[src/rtl/hbp_pkg.sv]
// Shared types for the indirect host register port.
// Assumes an 8-bit host data bus and a 3-bit port number.
package hbp_pkg;
    localparam int HBP_DW  = 8;
    localparam int HBP_PSW = 3;

    localparam logic [HBP_PSW-1:0] PORT_PTR  = 3'd0;
    localparam logic [HBP_PSW-1:0] PORT_DATA = 3'd1;

    // One host bus sample: direction, port and data
    typedef struct packed {
        logic               rd;
        logic [HBP_PSW-1:0] psel;
        logic [HBP_DW-1:0]  data;
    } hbp_xfer_t;

    typedef enum logic [1:0] {
        HS_IDLE  = 2'd0,
        HS_WAIT  = 2'd1,
        HS_READY = 2'd2
    } hs_state_t;
endpackage

[src/rtl/hbp_strobe_sync.sv]
// Brings the asynchronous command pulse and the bus fields into the
// system clock domain. Each field passes through a flop chain of the same
// depth as the strobe, so the fields seen with the synchronised strobe were
// sampled on the same edge as that strobe.
// Assumes the fields are stable for the whole active pulse.
module hbp_strobe_sync
    import hbp_pkg::*;
#(
    parameter int STAGES = 2
) (
    input  logic      clk,
    input  logic      rst_n,
    input  logic      cmd_act,
    input  hbp_xfer_t bus_in,
    output logic      live,
    output logic      start,
    output logic      finish,
    output hbp_xfer_t bus_sync
);
    logic [STAGES:0] act_q;
    hbp_xfer_t       pipe_q [STAGES];

    // Strobe chain; the extra last stage is used for edge detection
    always_ff @(posedge clk) begin
        if (!rst_n) act_q <= '0;
        else        act_q <= {act_q[STAGES-1:0], cmd_act};
    end

    // Field chains, one stage per strobe stage
    for (genvar g = 0; g < STAGES; g++) begin : g_pipe
        if (g == 0) begin : g_first
            always_ff @(posedge clk) begin
                if (!rst_n) pipe_q[0] <= '0;
                else        pipe_q[0] <= bus_in;
            end
        end else begin : g_next
            always_ff @(posedge clk) begin
                if (!rst_n) pipe_q[g] <= '0;
                else        pipe_q[g] <= pipe_q[g-1];
            end
        end
    end

    assign live     = act_q[STAGES-1];
    assign start    = act_q[STAGES-1] & ~act_q[STAGES];
    assign finish   = ~act_q[STAGES-1] & act_q[STAGES];
    assign bus_sync = pipe_q[STAGES-1];
endmodule

[src/rtl/hbp_handshake.sv]
// Drives the wait and ready handshake and the data bus enable.
// Wait is held for WAIT_CYC clocks after the start of an access, then
// ready is held until the end of the pulse. Everything floats when idle.
module hbp_handshake
    import hbp_pkg::*;
#(
    parameter int WAIT_CYC = 2
) (
    input  logic clk,
    input  logic rst_n,
    input  logic start,
    input  logic finish,
    input  logic start_rd,
    output logic wait_n,
    output logic wait_oe,
    output logic ready_n,
    output logic ready_oe,
    output logic dout_oe
);
    localparam int CW = (WAIT_CYC < 2) ? 1 : $clog2(WAIT_CYC);
    localparam logic [CW-1:0] CNT_LAST = CW'(WAIT_CYC - 1);

    hs_state_t     st;
    logic [CW-1:0] cnt;
    logic          rd_q;

    // Handshake phase sequencing
    always_ff @(posedge clk) begin
        if (!rst_n) begin
            st   <= HS_IDLE;
            cnt  <= '0;
            rd_q <= 1'b0;
        end else if (finish) begin
            st   <= HS_IDLE;
            rd_q <= 1'b0;
        end else begin
            case (st)
                HS_IDLE: if (start) begin
                    st   <= HS_WAIT;
                    cnt  <= '0;
                    rd_q <= start_rd;
                end
                HS_WAIT: begin
                    if (cnt == CNT_LAST) st <= HS_READY;
                    else                 cnt <= cnt + 1'b1;
                end
                default: ;
            endcase
        end
    end

    assign wait_oe  = (st != HS_IDLE);
    assign ready_oe = (st != HS_IDLE);
    assign wait_n   = (st != HS_WAIT);
    assign ready_n  = (st != HS_READY);
    assign dout_oe  = rd_q;

    // wait is held until the count reaches its limit
    a_r6_wait_min: assert property (@(posedge clk) disable iff (!rst_n)
        (st == HS_WAIT && cnt != CNT_LAST && !finish) |=> (st == HS_WAIT));
    // ready is entered only from the wait phase
    a_r6_ready_after_wait: assert property (@(posedge clk) disable iff (!rst_n)
        $rose(st == HS_READY) |-> $past(st == HS_WAIT));
endmodule

[src/rtl/hbp_regfile.sv]
// Pointer register and internal register array reached through the ports.
// Looks up read data at the start of an access and commits the access
// when the pulse ends. Assumes at most one access is in flight.
module hbp_regfile
    import hbp_pkg::*;
#(
    parameter int DEPTH = 256
) (
    input  logic              clk,
    input  logic              rst_n,
    input  logic              live,
    input  logic              start,
    input  logic              finish,
    input  hbp_xfer_t         bus_sync,
    output logic [HBP_DW-1:0] rdata
);
    localparam int AW = $clog2(DEPTH);

    logic [HBP_DW-1:0] mem [DEPTH];
    logic [AW-1:0]     ptr;
    hbp_xfer_t         held;

    // Keep the last sample made while the pulse was active
    always_ff @(posedge clk) begin
        if (!rst_n)    held <= '0;
        else if (live) held <= bus_sync;
    end

    // Read value lookup at the start of an access
    always_ff @(posedge clk) begin
        if (!rst_n) rdata <= '0;
        else if (start && bus_sync.rd) begin
            case (bus_sync.psel)
                PORT_PTR:  rdata <= HBP_DW'(ptr);
                PORT_DATA: rdata <= mem[ptr];
                default:   rdata <= '0;
            endcase
        end
    end

    // Commit of pointer and register updates at the end of the pulse
    always_ff @(posedge clk) begin
        if (!rst_n) begin
            ptr <= '0;
            for (int i = 0; i < DEPTH; i++) mem[i] <= '0;
        end else if (finish) begin
            if (held.psel == PORT_PTR && !held.rd) ptr <= AW'(held.data);
            if (held.psel == PORT_DATA) begin
                if (!held.rd) mem[ptr] <= held.data;
                ptr <= ptr + 1'b1;
            end
        end
    end

    // a data-port access steps the pointer by exactly one
    a_r4_ptr_step: assert property (@(posedge clk) disable iff (!rst_n)
        (finish && held.psel == PORT_DATA) |=> (ptr == AW'($past(ptr) + 1'b1)));
    // a data-port write lands at the old pointer
    a_r4_write_lands: assert property (@(posedge clk) disable iff (!rst_n)
        (finish && held.psel == PORT_DATA && !held.rd)
        |=> (mem[$past(ptr)] == $past(held.data)));
    // the pointer moves only on a commit
    a_r5_ptr_stable: assert property (@(posedge clk) disable iff (!rst_n)
        !finish |=> $stable(ptr));
    // unused ports leave the pointer alone
    a_r3_unused_quiet: assert property (@(posedge clk) disable iff (!rst_n)
        (finish && held.psel > PORT_DATA) |=> $stable(ptr));
endmodule

[src/rtl/hbp_host_port.sv]
// Top of the indirect host register port. Forms the command pulse from
// chip select and the strobes, synchronises it, and connects the
// handshake and the register array.
// Assumes the host follows the minimum pulse and gap timing.
module hbp_host_port
    import hbp_pkg::*;
#(
    parameter int DEPTH       = 256,
    parameter int SYNC_STAGES = 2,
    parameter int WAIT_CYC    = 2
) (
    input  logic              clk,
    input  logic              rst_n,
    input  logic              par_mode,
    input  logic              cs_n,
    input  logic              rd_n,
    input  logic              wr_n,
    input  logic [HBP_PSW-1:0] psel,
    input  logic [HBP_DW-1:0] din,
    output logic [HBP_DW-1:0] dout,
    output logic              dout_oe,
    output logic              wait_n,
    output logic              wait_oe,
    output logic              ready_n,
    output logic              ready_oe
);
    logic      cmd_act;
    hbp_xfer_t bus_raw;
    hbp_xfer_t bus_sync;
    logic      live, start, finish;

    // Active-high command: chip select with either strobe, parallel mode only
    assign cmd_act = par_mode & ~cs_n & (~rd_n | ~wr_n);
    assign bus_raw = '{rd: ~rd_n, psel: psel, data: din};

    hbp_strobe_sync #(.STAGES(SYNC_STAGES)) u_sync (
        .clk      (clk),
        .rst_n    (rst_n),
        .cmd_act  (cmd_act),
        .bus_in   (bus_raw),
        .live     (live),
        .start    (start),
        .finish   (finish),
        .bus_sync (bus_sync)
    );

    hbp_handshake #(.WAIT_CYC(WAIT_CYC)) u_hs (
        .clk      (clk),
        .rst_n    (rst_n),
        .start    (start),
        .finish   (finish),
        .start_rd (bus_sync.rd),
        .wait_n   (wait_n),
        .wait_oe  (wait_oe),
        .ready_n  (ready_n),
        .ready_oe (ready_oe),
        .dout_oe  (dout_oe)
    );

    hbp_regfile #(.DEPTH(DEPTH)) u_rf (
        .clk      (clk),
        .rst_n    (rst_n),
        .live     (live),
        .start    (start),
        .finish   (finish),
        .bus_sync (bus_sync),
        .rdata    (dout)
    );

    // a commit only happens inside a handshaked access
    a_r2_finish_in_access: assert property (@(posedge clk) disable iff (!rst_n)
        finish |-> wait_oe);
    // the data bus is driven only inside an access
    a_r8_doe_in_access: assert property (@(posedge clk) disable iff (!rst_n)
        dout_oe |-> ready_oe);
endmodule

[config.mk]
export PLATFORM = sky130hd
export DESIGN_NAME = hbp_host_port
export DESIGN_NICKNAME = d
export VERILOG_FILES = /design/src/rtl/hbp_pkg.sv /design/src/rtl/hbp_strobe_sync.sv /design/src/rtl/hbp_handshake.sv /design/src/rtl/hbp_regfile.sv /design/src/rtl/hbp_host_port.sv
export SDC_FILE = /design/constraint.sdc
export NUM_CORES = 2
export LEC_CHECK = 0
export ABC_AREA = 1
export BUFFER_PORTS_ARGS = -buffer_cell sky130_fd_sc_hd__buf_2
export CELL_PAD_IN_SITES_DETAIL_PLACEMENT = 0
export CELL_PAD_IN_SITES_GLOBAL_PLACEMENT = 2
export CORE_MARGIN = 2
export CORE_UTILIZATION = 47
export CTS_BUF_LIST = sky130_fd_sc_hd__clkbuf_8
export CTS_CLUSTER_DIAMETER = 200
export CTS_CLUSTER_SIZE = 25
export DETAILED_ROUTE_END_ITERATION = 7
export PLACE_DENSITY = 0.94
export SLEW_MARGIN = 20
export SYNTH_ARGS = -nofsm -noshare
export SYNTH_HDL_FRONTEND = slang
export SYNTH_HIERARCHICAL = 1
export SYNTH_SLANG_ARGS = --single-unit
[constraint.sdc]
create_clock -name clk -period 6.1 [get_ports clk]
set_input_delay 0 -clock clk [delete_from_list [all_inputs] [get_ports clk]]
set_output_delay 0 -clock clk [all_outputs]
set_load 0.05 [all_outputs]
# After elaboration in Yosys (flattened, before gate mapping)
# Memory sizes are Yosys's and may differ from the RTL's. A register that Yosys moved wholly into a read port is not among the register bits.
# Cells that the tools add are included.
word_totals:
  ff_bits: 35
  ramBits: 2072
  output_inout_bits: 13
  elab_cells: 72
  n_memories: 2
op_classes:
  addsub: 2
  eq_ne: 7
  mux: 23
  bitwise: 14
  n_reduce_logical: 15
memory_table:
  columns: ["name", "words", "word_bits", "rd", "rd_ports_with_merged_regs", "wr", "line_no", "source"]
  rows:
  - ["u_rf.mem", 256, 8, 1, 1, 256, "hbp_regfile.sv:19", "logic [HBP_DW-1:0] mem [DEPTH];"]
  - ["u_sync.pipe_q", 2, 12, 2, 0, 2, "hbp_strobe_sync.sv:21", "hbp_xfer_t pipe_q [STAGES];"]
op_table:
  columns: ["cell", "count"]
  rows:
  - ["8-bit two-way mux", 6]
  - ["12-bit two-way mux", 2]
  - ["8-bit case mux with 2 select lines", 1]
  - ["1-bit two-way mux", 10]
  - ["8-bit by 1-bit adder with 8-bit output, second input constant", 1]
  - ["8-bit OR reduction", 1]
  - ["1-bit inverter", 7]
  - ["3-bit by 1-bit == test with 1-bit output, second input constant", 2]
  - ["3-bit zero test", 2]
  - ["2-bit by 1-bit != test with 1-bit output, second input constant", 3]
  - ["3-bit AND reduction", 2]
  - ["2-bit nonzero test", 3]
  - ["1-bit bitwise AND", 4]
  - ["2-bit two-way mux", 2]
  - ["2-bit case mux with 2 select lines", 1]
  - ["2-bit AND reduction", 2]
  - ["1-bit OR", 3]
  - ["2-bit by 1-bit == test with 1-bit output, second input constant", 1]
  - ["1-bit logical AND", 2]
  - ["2-bit zero test", 1]
  - ["2-bit != test, second input constant", 1]
  - ["1-bit case mux with 2 select lines", 1]
  - ["2-bit OR reduction", 1]
  - ["1-bit adder, second input constant", 1]
  - ["1-bit zero test", 1]

# Logic depth before layout (Yosys ltp)
logic_depth:
  word_depth: 7
  depth_mapped: 15
  ltp_nobuf: 11

# Cells and area by module
# The synthesis kept the hierarchy.
modules_own_cells:
  columns: ["mod", "instances", "cells_per_inst", "area_per_inst_um2", "seq_area_each_um2"]
  rows:
  - ["hbp_regfile", 1, 9682, 94017.7, 62219.7]
  - ["hbp_strobe_sync", 1, 88, 792.0, 540.5]
  - ["hbp_handshake", 1, 29, 195.2, 80.1]
  - ["hbp_host_port", 1, 6, 22.5, 0.0]

# Worst setup path before layout
# No wires, ideal clock.
synth_timing:
  path_kind: "register to register"
  startpoint: "register u_sync.act_q[1]"
  endpoint: "memory u_rf.mem[182][0] (enable)"
  setup_time_ns: 0.329
  arrival_ns: 1.838
  setup_slack_ns: 3.933
  stages_incl_launch_ff: 9
  path_buffers: 3
  cell_sequence: "dfxtp_1 > nor2_1 > nand4_1 > buf_2 > buf_6 > nor3_2 > buf_4 > nand2_1 > nand2_1"
synth_rtl:
  columns: ["item", "line_no", "source"]
  rows:
  - ["start: declaration", "hbp_strobe_sync.sv:20", "logic [STAGES:0] act_q;"]
  - ["start signal: assignment", "hbp_strobe_sync.sv:26", "else act_q <= {act_q[STAGES-1:0], cmd_act};"]
  - ["end: declaration", "hbp_regfile.sv:19", null]

==> reports/qor.yml <==
status:
  outcome: "finished, final reports clean"
logic_synthesis:
  yosysSeqAreaShare_pct: 66.1
  syn_nets: 9826
  syn_area_um2: 95000
  synth_edf_count: 2048
  synth_cell_types: 28
  synth_common_cells: "nand2_1, nor2_1, edfxtp_1"
  avgSynthCellArea_um2: 9.69
  synth_top_cell_by_area: "edfxtp_1"
  ys_ff_latch: 2115
  synth_flop_cell: "edfxtp_1"
  synth-async-reset-ratio_pct: 0
  syn_inst: 9805
  yosysWarnings: 6
  yosysTopAreaCellShare_pct: 64.7
  ys_top_cells_by_area: "edfxtp_1, nand3_1, nand2_1"
  synth_most_common_cell: "nand2_1"
placement:
  dp_hpwl_um: 169000
  io_buffers: 29
  gp_congestion: 0.896
timing:
  finalSetupViolations: 0
  whs_ns: 0.213
  grt_setup_unrepaired: "no"
  final_hold_viol_count: 0
  worst_pin_slew_ns: 1.13
  fin_setup_tns_ns: 0
  slew_viol_final: 0
  relSlewSlack_pct: 24.4
  period_minus_slack_ns: 4.19
  finalCritPeriodShare_pct: 68.6
  finalClockSkew_ns: 0.0425
  max_freq_mhz: 239
pwr:
  switchingPower_mw: 5.28
  power_density_nw_per_um2: 236
  ir_worst_vdd_v: 0.000220
  sw_frac_of_total_pct: 22.7
  comb_power_share_pct: 5.0
  p_seq_share_pct: 70.6
  leakage_nw: 33.9
  p_clk_share_pct: 24.4
  internal_power_mw: 18.0
cts:
  cts-htree-levels: 3
  cts-root-buf: "clkbuf_8"
  numCtsBuffers: 94
  cts_hold_buf: 42
  cts_resized: 0
  clk_path_buf_depth: 3
  path_clk_slew_ns: 0.16
  clkSinkCount: 2115
  clkLatencyLatePin_ns: 0.91
  cts_tree: "done"
  post-cts-setup-buffers: 0
die:
  core_um2: 201000
  die_area_um2: 206000
  rows: 165
  ios: 30
  die_w_um: 454
  die_h_um: 454
  start_util_pct: 47.2
global_route:
  gr-max-usage-layer: "met2"
  antenna_found_initial: 14
  met2_usage_pct: 44.5
  grt_max_degree: 172
  grt_remaining_overflow: 0
  grt_pass1_wl_um: 425000
  grt_use_total_pct: 27.5
  grtUsageMet1_pct: 38.4
  first_global_vias: 66300
  met3_usage_pct: 3.90
setup_path:
  ff2ff_setup_slack_ns: 1.91
  startpoint_type: "flip-flop"
  cp-end-kind: "flip-flop"
  worstPathArrival_ns: 5.04
  rr_endpoint: "u_rf/rdata[2]"
  crit_required_ns: 6.95
  path_class: "reg2reg"
  path_max_fanout: 81
  reg2reg_depth: 12
worst_hold_path:
  min_from: "rst_n"
  min_path_cells: 4
  worstHoldEndpoint: "u_sync/pipe_q[1][0]"
  hp-class: "in2reg"
layout:
  drive_gt1_share_pct: 3.45
  nNetsFinal: 9349
  final_util_pct: 49.0
  area_delta_synth_final_pct: 3.81
drt:
  drc: 0
  wl_per_cell_um: 23.8
  drt_iter0_markers: 8361
  firstDrtPassIters: 6
  vias: 69900
  routed_wl_um: 287000
  ant_nets: 0
  via_per_inst: 5.80
job:
  drv_cap: 0
[area by class of cell]
cell class	instances	area, um2
Multi-Input combinational cell	6855	28800
Inverter	87	414
Tap cell	2672	3340
Timing Repair Buffer	175	1710
Sequential cell	2115	62900
Fill cell	18700	103000
Clock buffer	97	1340
Clock inverter	40	158
Antenna cell	4	10.0
[cells by family (layout without fill, tap and decap cells)]
| group | Yosys count | in the layout | share of synthesized area, % |
|---|---|---|---|
| adder cells (fa/ha/maj) | 4 | 4 | 0.0527 |
| flip-flops | 2115 | 2115 | 66.1 |
| XOR/XNOR | 2 | 2 | 0.0184 |
| other | 0 | 4 | 0 |
| AO/OA/AOI/OAI | 73 | 73 | 0.413 |
| AND/OR/NAND/NOR | 6776 | 6776 | 29.7 |
| buffers and inverters | 835 | 399 | 3.67 |
[stage by stage]
stage | cell area [um2] | total power, mW | setup slack, ns | instances
2_1_floorplan | 95000 | 17.5 | 3.93 | 9805
3_3_place_gp | 96600 | 17.9 | 2.08 | 11900
3_5_place_dp | 96700 | 17.9 | 2.09 | 11900
4_1_cts | 98600 | 23.4 | 2.08 | 12000
5_1_grt | 98600 | 24.0 | 1.77 | 12000
6_report | 98600 | 23.3 | 1.91 | 12000
[routing by layer]
layer | part of all wire [%] | vias to the layer above
met1 | 41 | 34400
met5 | 0.0045 | -
met4 | 3.5 | 2
li1 | - | 32000
met3 | 8.9 | 410
met2 | 47 | 3038
[worst max path at each step]
stage                         start                to  cells after the start
global route              flip-flop     u_rf/rdata[4]                     12
detailed placement        flip-flop     u_rf/rdata[4]                     12
CTS                       flip-flop     u_rf/rdata[4]                     12
global placement    u_sync/act_q[1]  u_rf/mem[167][5]                      6
finish                    flip-flop     u_rf/rdata[2]                     12
floorplan           u_sync/act_q[1]  u_rf/mem[182][0]                      8
[critical path: stages, from the launching register on]
cell	delay, ns
dfxtp_4	0.76
buf_4	0.68
buf_4	0.80
nand2_1	0.16
nand3_1	0.14
nand3_1	0.18
nand3_1	0.15
nand3_1	0.07
nand3_1	0.32
nand3_1	0.23
nand3_1	0.27
nand3_1	0.11
a21oi_1	0.14
[registers in the layout, indices dropped and copies added, names as in the netlist, named ones only]
register / flops
u_sync/act_q: 3
u_hs/dout_oe: 1
u_hs/st: 2
u_hs/cnt: 1
u_rf/mem: 2048
u_rf/ptr: 8
u_rf/held: 12
u_sync/pipe_q: 24
u_rf/rdata: 8
[layout by cell type, fill, tap and decap left out, types with 3 or more instances in the layout]
master,Yosys,routed
a21oi_1,28,28
a221oi_1,4,4
buf_12,0,25
buf_2,211,28
buf_4,17,73
buf_8,0,5
clkbuf_8,0,97
clkinv_1,12,4
dfxtp_1,67,62
dfxtp_4,0,5
diode_2,0,4
dlygate4sd3_1,0,42
edfxtp_1,2048,2048
ha_1,4,4
inv_1,69,106
inv_2,6,4
inv_8,0,12
nand2_1,2563,2563
nand2_2,47,47
nand3_1,2045,2045
nand4_1,4,4
nor2_1,2094,2089
nor2_2,2,4
nor2_4,0,3
nor3_1,3,3
nor3_4,0,16
o21ai_0,36,36
[power by group through the flow]
| stage | Clock, mW | Sequential, mW | Combinational (mW) |
|---|---|---|---|
| 2_1_floorplan | 0 | 16.7 | 0.729 |
| 3_3_place_gp | 0 | 16.8 | 1.13 |
| 3_5_place_dp | 0 | 16.8 | 1.14 |
| 4_1_cts | 5.80 | 16.5 | 1.16 |
| 5_1_grt | 6.25 | 16.5 | 1.27 |
| 6_report | 5.68 | 16.5 | 1.17 |
Note: power is estimated with default switching activity, not from simulation.
